## src/rtl/pe_array_pkg.sv

```systemverilog
package pe_array_pkg;

   typedef enum logic [1:0] {
      DIR_N = 2'd0,
      DIR_E = 2'd1,
      DIR_S = 2'd2,
      DIR_W = 2'd3
   } dir_e;

   typedef struct packed {
      logic       launch;
      logic       dir_en;
      logic [1:0] dir;
      logic       fin;
   } slot_t;

endpackage

```

## src/rtl/pe_slot_table.sv

```systemverilog
module pe_slot_table
   import pe_array_pkg::*;
#(
   parameter int T  = 8,
   parameter int SW = 3
) (
   input  logic          clk,
   input  logic          rst_n,
   input  logic          we,
   input  logic [SW-1:0] waddr,
   input  slot_t         wdata,
   input  logic [SW-1:0] raddr,
   output slot_t         rdata
);

   slot_t mem [T];

   always_ff @(posedge clk) begin
      if (!rst_n) begin
         for (int i = 0; i < T; i++) mem[i] <= '0;
      end else if (we && (int'(waddr) < T)) begin
         mem[waddr] <= wdata;
      end
   end

   assign rdata = mem[raddr];

endmodule

```

## src/rtl/pe_cell.sv

```systemverilog
module pe_cell
   import pe_array_pkg::*;
#(
   parameter int T  = 8,
   parameter int SW = 3
) (
   input  logic          clk,
   input  logic          rst_n,
   input  logic          launch,
   input  logic          run,
   input  logic [SW-1:0] slot,
   input  logic [3:0]    geo,
   input  logic          tbl_we,
   input  logic [SW-1:0] tbl_addr,
   input  slot_t         tbl_data,
   input  logic          mask_we,
   input  logic [3:0]    mask_data,
   input  logic          src_we,
   input  logic          src_data,
   input  logic          rx_vld,
   input  logic          rx_bit,
   output logic          tx_vld,
   output logic [1:0]    tx_dir,
   output logic          tx_bit,
   output logic          bad_tx,
   output logic          dlv,
   output logic          hit
);

   slot_t      ent;
   logic [3:0] mask;
   logic       src;
   logic       armed;
   logic       outbox;
   logic       send;

   pe_slot_table #(.T(T), .SW(SW)) u_tbl (
      .clk   (clk),
      .rst_n (rst_n),
      .we    (tbl_we),
      .waddr (tbl_addr),
      .wdata (tbl_data),
      .raddr (slot),
      .rdata (ent)
   );

   assign send   = run && (ent.launch || armed) && ent.dir_en;
   assign tx_dir = ent.dir;
   assign tx_bit = ent.launch ? src : outbox;
   assign tx_vld = send && mask[ent.dir];
   assign bad_tx = send && !mask[ent.dir];

   always_ff @(posedge clk) begin
      if (!rst_n) begin
         mask   <= geo;
         src    <= 1'b0;
         armed  <= 1'b0;
         outbox <= 1'b0;
         dlv    <= 1'b0;
         hit    <= 1'b0;
      end else begin
         if (mask_we) mask <= mask_data & geo;
         if (src_we)  src  <= src_data;
         if (launch) begin
            armed <= 1'b0;
            dlv   <= 1'b0;
            hit   <= 1'b0;
         end else if (run) begin
            armed <= rx_vld && !ent.fin;
            if (rx_vld) begin
               if (ent.fin) begin
                  dlv <= rx_bit;
                  hit <= 1'b1;
               end else begin
                  outbox <= rx_bit;
               end
            end
         end
      end
   end

endmodule

```

## src/rtl/pe_array.sv

```systemverilog
module pe_array
   import pe_array_pkg::*;
#(
   parameter int COLS = 4,
   parameter int ROWS = 2,
   parameter int T    = 8,
   localparam int NPE = COLS * ROWS,
   localparam int PW  = (NPE > 1) ? $clog2(NPE) : 1,
   localparam int SW  = (T > 1) ? $clog2(T) : 1
) (
   input  logic           clk,
   input  logic           rst_n,
   input  logic           go,
   input  logic [PW-1:0]  cfg_pe,
   input  logic [SW-1:0]  cfg_slot,
   input  logic           slot_we,
   input  logic           slot_start,
   input  logic           slot_dir_en,
   input  logic [1:0]     slot_dir,
   input  logic           slot_end,
   input  logic           mask_we,
   input  logic [3:0]     mask_data,
   input  logic           src_we,
   input  logic           src_data,
   output logic           busy,
   output logic           done,
   output logic           err,
   output logic [NPE-1:0] dlv_bit,
   output logic [NPE-1:0] dlv_hit
);

   if (T < 2) begin : g_bad_t
      $error("pe_array: T must be at least 2");
   end
   if (NPE < 2) begin : g_bad_n
      $error("pe_array: grid must hold at least 2 elements");
   end

   logic [SW-1:0]  slot;
   logic           launch;
   logic           last;
   logic [NPE-1:0] tx_vld;
   logic [1:0]     tx_dir [NPE];
   logic [NPE-1:0] tx_bit;
   logic [NPE-1:0] bad_tx;
   slot_t          wentry;

   assign launch = go && !busy;
   assign last   = (int'(slot) == T - 1);
   assign wentry = '{launch: slot_start, dir_en: slot_dir_en, dir: slot_dir, fin: slot_end};

   always_ff @(posedge clk) begin
      if (!rst_n) begin
         busy <= 1'b0;
         done <= 1'b0;
         slot <= '0;
         err  <= 1'b0;
      end else begin
         done <= 1'b0;
         err  <= err | (|bad_tx);
         if (launch) begin
            busy <= 1'b1;
            slot <= '0;
         end else if (busy) begin
            if (last) begin
               busy <= 1'b0;
               done <= 1'b1;
               slot <= '0;
            end else begin
               slot <= slot + 1'b1;
            end
         end
      end
   end

   for (genvar p = 0; p < NPE; p++) begin : g_pe
      localparam int R = p / COLS;
      localparam int C = p % COLS;
      localparam logic [3:0] GEO = {(C > 0), (R < ROWS - 1), (C < COLS - 1), (R > 0)};

      logic [3:0] cv;
      logic [3:0] cb;
      logic       sel;

      assign sel = (int'(cfg_pe) == p) && !busy;

      if (R > 0) begin : g_from_n
         assign cv[0] = tx_vld[p-COLS] && (tx_dir[p-COLS] == 2'(DIR_S));
         assign cb[0] = tx_bit[p-COLS];
      end else begin : g_edge_n
         assign cv[0] = 1'b0;
         assign cb[0] = 1'b0;
      end
      if (C < COLS - 1) begin : g_from_e
         assign cv[1] = tx_vld[p+1] && (tx_dir[p+1] == 2'(DIR_W));
         assign cb[1] = tx_bit[p+1];
      end else begin : g_edge_e
         assign cv[1] = 1'b0;
         assign cb[1] = 1'b0;
      end
      if (R < ROWS - 1) begin : g_from_s
         assign cv[2] = tx_vld[p+COLS] && (tx_dir[p+COLS] == 2'(DIR_N));
         assign cb[2] = tx_bit[p+COLS];
      end else begin : g_edge_s
         assign cv[2] = 1'b0;
         assign cb[2] = 1'b0;
      end
      if (C > 0) begin : g_from_w
         assign cv[3] = tx_vld[p-1] && (tx_dir[p-1] == 2'(DIR_E));
         assign cb[3] = tx_bit[p-1];
      end else begin : g_edge_w
         assign cv[3] = 1'b0;
         assign cb[3] = 1'b0;
      end

      pe_cell #(.T(T), .SW(SW)) u_cell (
         .clk       (clk),
         .rst_n     (rst_n),
         .launch    (launch),
         .run       (busy),
         .slot      (slot),
         .geo       (GEO),
         .tbl_we    (slot_we && sel),
         .tbl_addr  (cfg_slot),
         .tbl_data  (wentry),
         .mask_we   (mask_we && sel),
         .mask_data (mask_data),
         .src_we    (src_we && sel),
         .src_data  (src_data),
         .rx_vld    (|cv),
         .rx_bit    (|(cv & cb)),
         .tx_vld    (tx_vld[p]),
         .tx_dir    (tx_dir[p]),
         .tx_bit    (tx_bit[p]),
         .bad_tx    (bad_tx[p]),
         .dlv       (dlv_bit[p]),
         .hit       (dlv_hit[p])
      );
   end

endmodule

```

## config.mk

```make
export PLATFORM = sky130hd
export DESIGN_NAME = pe_array
export DESIGN_NICKNAME = d
export VERILOG_FILES = /design/src/rtl/pe_array_pkg.sv /design/src/rtl/pe_slot_table.sv /design/src/rtl/pe_cell.sv /design/src/rtl/pe_array.sv
export SDC_FILE = /design/constraint.sdc
export NUM_CORES = 1
export LEC_CHECK = 0
export BUFFER_PORTS_ARGS = -buffer_cell sky130_fd_sc_hd__buf_2
export CAP_MARGIN = 20
export CORE_MARGIN = 4
export CORE_UTILIZATION = 50
export DETAILED_ROUTE_END_ITERATION = 12
export PLACE_DENSITY = 0.66
export SLEW_MARGIN = 25
export SYNTH_ARGS = -nofsm -noshare
export SYNTH_HDL_FRONTEND = slang
export SYNTH_SLANG_ARGS = --single-unit
export TNS_END_PERCENT = 1
```

## constraint.sdc

```tcl
create_clock -name clk -period 2.7 [get_ports clk]
set_input_delay 0 -clock clk [delete_from_list [all_inputs] [get_ports clk]]
set_output_delay 0 -clock clk [all_outputs]
set_load 0.02 [all_outputs]
```

After elaboration in Yosys (flattened, before gate mapping)
Memories as Yosys holds them, arrays and structs flattened. A register that Yosys moved wholly into a read port is not among the register bits.
Index checks and enable logic that the tools add are counted.
{"block": "totals", "regBits": 66, "latchBits": 0, "mem_bits_rw": 320, "mem_bits_ro": 0, "in_bits": 22, "output_inout_bits": 19, "word_cells": 373, "memories": 8}
{"block": "classes", "n_addsub": 1, "multipliers": 0, "div_mod_pow": 0, "magnitude_cmp": 8, "n_eq_ne": 24, "shifts": 0, "n_mux": 94, "n_bitwise": 20, "n_reduce_logical": 166}
{"name": "g_pe[0].u_cell.u_tbl.mem", "depth": 8, "width": 5, "rd": 1, "rd_ports_with_merged_regs": 1, "wr": 8, "line_no": "pe_slot_table.sv:16", "text": "slot_t mem [T];"}
{"name": "g_pe[1].u_cell.u_tbl.mem", "depth": 8, "width": 5, "rd": 1, "rd_ports_with_merged_regs": 1, "wr": 8, "line_no": "pe_slot_table.sv:16"}
{"name": "g_pe[2].u_cell.u_tbl.mem", "depth": 8, "width": 5, "rd": 1, "rd_ports_with_merged_regs": 1, "wr": 8, "line_no": "pe_slot_table.sv:16"}
{"name": "g_pe[3].u_cell.u_tbl.mem", "depth": 8, "width": 5, "rd": 1, "rd_ports_with_merged_regs": 1, "wr": 8, "line_no": "pe_slot_table.sv:16"}
{"name": "g_pe[4].u_cell.u_tbl.mem", "depth": 8, "width": 5, "rd": 1, "rd_ports_with_merged_regs": 1, "wr": 8, "line_no": "pe_slot_table.sv:16"}
{"name": "g_pe[5].u_cell.u_tbl.mem", "depth": 8, "width": 5, "rd": 1, "rd_ports_with_merged_regs": 1, "wr": 8, "line_no": "pe_slot_table.sv:16"}
{"name": "+2 memories"}
{"op": "$logic_and 1x1->1", "count": 93}
{"op": "$mux 3", "count": 25}
{"op": "$mux 1", "count": 53}
{"op": "$mux 5", "count": 8}
{"op": "$reduce_or 5->1", "count": 8}
{"op": "$reduce_and 4->1", "count": 8}
{"op": "$reduce_or 4->1", "count": 8}
{"op": "$and 4x4->4", "count": 6}
{"op": "$lt 2x3->1 const B", "count": 8}
{"op": "$reduce_and 3->1", "count": 8}
{"op": "$eq 2x2->1 const B", "count": 10}
{"op": "$logic_not 1->1", "count": 17}
{"op": "$bmux 1 s2", "count": 8}
{"op": "$reduce_or 3->1", "count": 5}
{"op": "$eq 2x1->1 const B", "count": 6}
{"op": "$eq 3x3->1 const B", "count": 4}
{"op": "$not 1->1", "count": 11}
{"op": "$reduce_or 2->1", "count": 5}
{"op": "$logic_not 2->1", "count": 4}
{"op": "$logic_or 1x1->1", "count": 8}
{"op": "$reduce_or 8->1", "count": 1}
{"op": "$eq 3x1->1 const B", "count": 2}
{"op": "$eq 3x2->1 const B", "count": 2}
{"op": "$add 3x1->3 const B", "count": 1}
{"op": "other kinds (4)", "count": 4}

Logic depth before layout (Yosys ltp)
{"block": "depth", "word_depth": 8, "ltp_mapped": 12, "depth_no_buf": 7}

By module
From an unflattened synthesis, not the netlist that was laid out.
{"block": "unflattened", "cells_unflattened": 1419, "area_unflattened_um2": 19182.1}
{"module": "pe_slot_table", "instances": 8, "cells_per_inst": 125, "area_each_um2": 1879.3, "seq_area_each_um2": 1201.2}
{"module": "pe_cell", "instances": 8, "cells_per_inst": 38, "area_each_um2": 422.9, "seq_area_each_um2": 220.2}
{"module": "pe_array", "instances": 1, "cells_per_inst": 115, "area_each_um2": 764.5, "seq_area_each_um2": 120.1}

Worst setup path after synthesis
Ideal clock, no wire load.
{"block": "synth_timing", "path_type": "register to register", "from": "register with a tool-made name", "to": "register err", "setup_time_ps": 125, "t_arrival_ps": 2342, "required_time_ps": 2575, "slack_ps": 233, "stages_incl_launch_ff": 8, "n_path_buf": 2, "synth_period_minus_slack_ps": 2467, "cell_sequence": "dfxtp_1 -> buf_6 -> buf_12 -> mux4_2 -> mux2_4 -> o221a_4 -> a311o_1 -> o41a_1"}
{"item": "to (signal assigned)", "line_no": "pe_array.sv:60", "text": "err <= err | (|bad_tx);"}
{"item": "to (decl)", "line_no": "pe_array.sv:27", "text": "output logic err,"}

==> qor.yml <==
setup_path:
  critPathCaptureType: "flip-flop"
  critical_path_class: "flip-flop to flip-flop"
  cp_max_fo: 10
  cp-start-kind: "flip-flop"
  arrival_ps: 3050
  cp.required_ps: 3110
sta:
  fin_crit_sh: 0.976
  max_freq_mhz: 380
  worst_slack_ps: 65.6
  skew_ps: 17.5
  rsz0062_at_grt: "yes"
  setup-tns-final_ps: 0
  slew_violations: 0
  worst_pin_slew_ps: 868
  finalHoldViolCount: 0
  setup_violations: 0
  period_minus_slack_ps: 2630
  slew_headroom: 0.422
finish:
  seq_area_mm2: 0.0110
  fin_nets: 1629
  fill_cells: 2884
  multi_input_area_mm2: 0.00702
  drive_above_1_share: 0.212
  areaGrowthSynthToFinish_pct: 15.3
routing:
  routedWlPerCell_um: 23.5
  vias: 12446
  wirelength_mm: 49.4
  viasPerCell: 5.91
  ant_nets: 0
  drt_iter0_markers: 1366
  drt-pass1-iter-count: 5
  drc_errors: 0
power:
  p_int_mw: 10.3
  powerDensity_mw_per_mm2: 616
  leakage_nw: 8.20
  ir_drop_uv: 361
  pwr-share-clk: 0.423
  p_sw_mw: 2.99
  p_sw_frac: 0.225
  pwr-share-comb: 0.070
  p_seq_frac: 0.507
yosys:
  synth.top_cell.area_share: 0.514
  synthDistinctLibCells: 76
  avgSynthCellArea_um2: 12.6
  seq_area_frac_synth: 0.588
  yosys_warnings: 0
  async_flop_share: 0
  yosysTopAreaCell: "edfxtp_1"
  ys_seq_elements: 389
  synth_flop_cell: "edfxtp_1"
  synth_area_leaders: "edfxtp_1 51%, and2_1 9.9%, dfxtp_1 7.4%"
  synth-edff-count: 320
  syn-cell-area_mm2: 0.0187
  synth_nets: 1506
  syn-instance-count: 1482
cts:
  cts_sinks: 389
  clockRootBuffer: "clkbuf_16"
  htreeDepth: 2
  clk_latency_ps: 560
  clk_pin_slew_ps: 60
  cts_buffer_depth: 3
  cts_tree: "done"
  numCtsBuffers: 42
grt:
  grt_usage: 0.241
  grt.overflow.total: 0
  antenna_found_initial: 1
  grt_pass1_vias: 12070
  grt_max_degree: 105
  grt_first_pass_wirelength_mm: 74.7
flow_run:
  maxCapViolCount: 0
placed_design:
  pre_cts_ws_ps: -17.8
  io_buffers: 40
  dp_hpwl_mm: 33.6
  gp_congestion: 0.900
status:
  status: "finished, final reports clean"
min_path:
  hp-class: "primary input to flip-flop"
floorplanning:
  die_y_um: 201
  core_area_mm2: 0.0367
  die_area_mm2: 0.0405
  fp-row-count: 70
  start_util: 0.509
  ios: 41
  die_x_um: 201
-- flip-flops by register name, indices dropped and copies added, names as in the netlist, named ones only --
name                   flops
g_pe.u_cell.u_tbl.mem    320
g_pe.u_cell.mask          20
g_pe.u_cell.armed          8
g_pe.u_cell.dlv            8
g_pe.u_cell.hit            8
g_pe.u_cell.outbox         8
g_pe.u_cell.src            8
slot                       3
busy                       1
done                       1
err                        1
-- synthesized netlist by cell type, types with 3 or more instances --
master and n:
nor3_1 12, mux4_1 7, nor4_1 5, mux2_4 3, buf_6 11, o22ai_1 8, a311o_1 3, clkbuf_1 74
o211ai_1 4, a221oi_1 3, nor2b_1 9, and3_1 42, a21boi_1 6, or3_1 3, edfxtp_1 320, mux2_2 15
a21oi_1 19, nor2_1 89, buf_4 21, nand2_1 107, mux4_2 56, o21ai_1 4, dfxtp_1 69, mux2i_1 61
a22oi_1 5, nand3b_1 5, and2_1 297, nand3_1 58, nor2_2 3, buf_1 7, buf_12 3, inv_1 10
buf_2 6, nand2b_1 9, o21ai_0 63, a21boi_0 10
-- logic make-up (layout without fill, tap and decap cells) --
logic type,after synthesis,count (layout),synth area share
flip-flops,389,389,0.588
other,0,1,0
multiplexers,142,142,0.121
adder cells (fa/ha/maj),2,2,0.00134
AO/OA/AOI/OAI,163,163,0.0603
buffers and inverters,132,287,0.0382
AND/OR/NAND/NOR,654,654,0.191
-- area by class of cell --
type,count,share of cell area
clock buffers,54,0.0533
flip-flops and latches,389,0.511
well taps,468,0.0272
clock inverters,22,0.00842
diodes,1,0.000116
multi-input cells,961,0.326
repair buffers,201,0.0726
inverters,10,0.00174
-- routing by layer --
metal  wire [um]  part of all wire  GRT usage  vias to the layer above
li1            -                 -          -                     5626
met2       22400              0.45      0.370                      525
met5           0                 0          0                        -
met3        4120             0.083     0.0496                       71
met1       21900              0.44      0.360                     6224
met4         927             0.019     0.0476                        0
-- layout by cell type, fill, tap and decap left out, drive strengths merged, types with 6 or more instances in the layout --
| cell type | instances |
|---|---|
| nand3 | 58 |
| a21oi | 21 |
| nand2b | 9 |
| o211ai | 6 |
| and2 | 298 |
| mux2 | 18 |
| mux4 | 63 |
| dfxtp | 69 |
| nor2 | 92 |
| o21ai | 67 |
| mux2i | 61 |
| nor3 | 12 |
| inv | 11 |
| buf | 185 |
| clkinv | 16 |
| edfxtp | 320 |
| clkbuf | 55 |
| o22ai | 8 |
| nor2b | 9 |
| and3 | 42 |
| a21boi | 16 |
| nand2 | 107 |
| dlygate4sd3 | 15 |
-- worst max-delay path: stages (launching register included) --
cell and delay (ps):
dfxtp_4 440, mux4_1 590, mux2i_1 340, a2111oi_2 130, buf_4 160, and4_1 230, a311o_1 380, a22oi_1 160
nor2_1 60
-- final timing paths --
path	from	end	slack (ps)	cells after the start
worst max register to register	flip-flop	g_pe[2].u_cell.armed	70	8
worst max-delay path	flip-flop	g_pe[2].u_cell.armed	70	8
worst min-delay path	cfg_pe[1]	g_pe[4].u_cell.mask[1]	30	5
worst min register to register	g_pe[4].u_cell.src	g_pe[4].u_cell.src	470	2
-- what timing repair did --
| item | 4_1_cts | 5_1_grt |
|---|---|---|
| hold endpoints to repair | 29 | 0 |
| gates resized for setup | 2 | 7 |
| gates cloned | 0 | 1 |
| pin swaps | 0 | 1 |
| setup buffers | 0 | 15 |
| hold buffers | 15 | 0 |
| setup endpoints to repair | 2 | 15 |
-- power by group through the flow --
stage / registers, mW / clock network [mW] / logic (mW)
global route: 6.74 / 5.94 / 0.990
CTS: 6.73 / 5.68 / 0.904
floorplan: 6.81 / 0 / 0.529
finish: 6.73 / 5.62 / 0.927
detailed placement: 6.85 / 0 / 0.888
global placement: 6.85 / 0 / 0.873
-- metrics by stage --
step	cells	cell area (um2)	util	hold slack [ps]	power (mW)
floorplan	1482	18700	-	148	7.34
global placement	1998	19900	0.542	301	7.72
detailed placement	1998	19900	0.542	311	7.74
CTS	2089	21400	0.582	2.21	13.3
global route	2105	21500	0.587	24.0	13.7
finish	2106	21500	0.587	25.4	13.3
No activity file was read; power rests on OpenSTA's default activity.
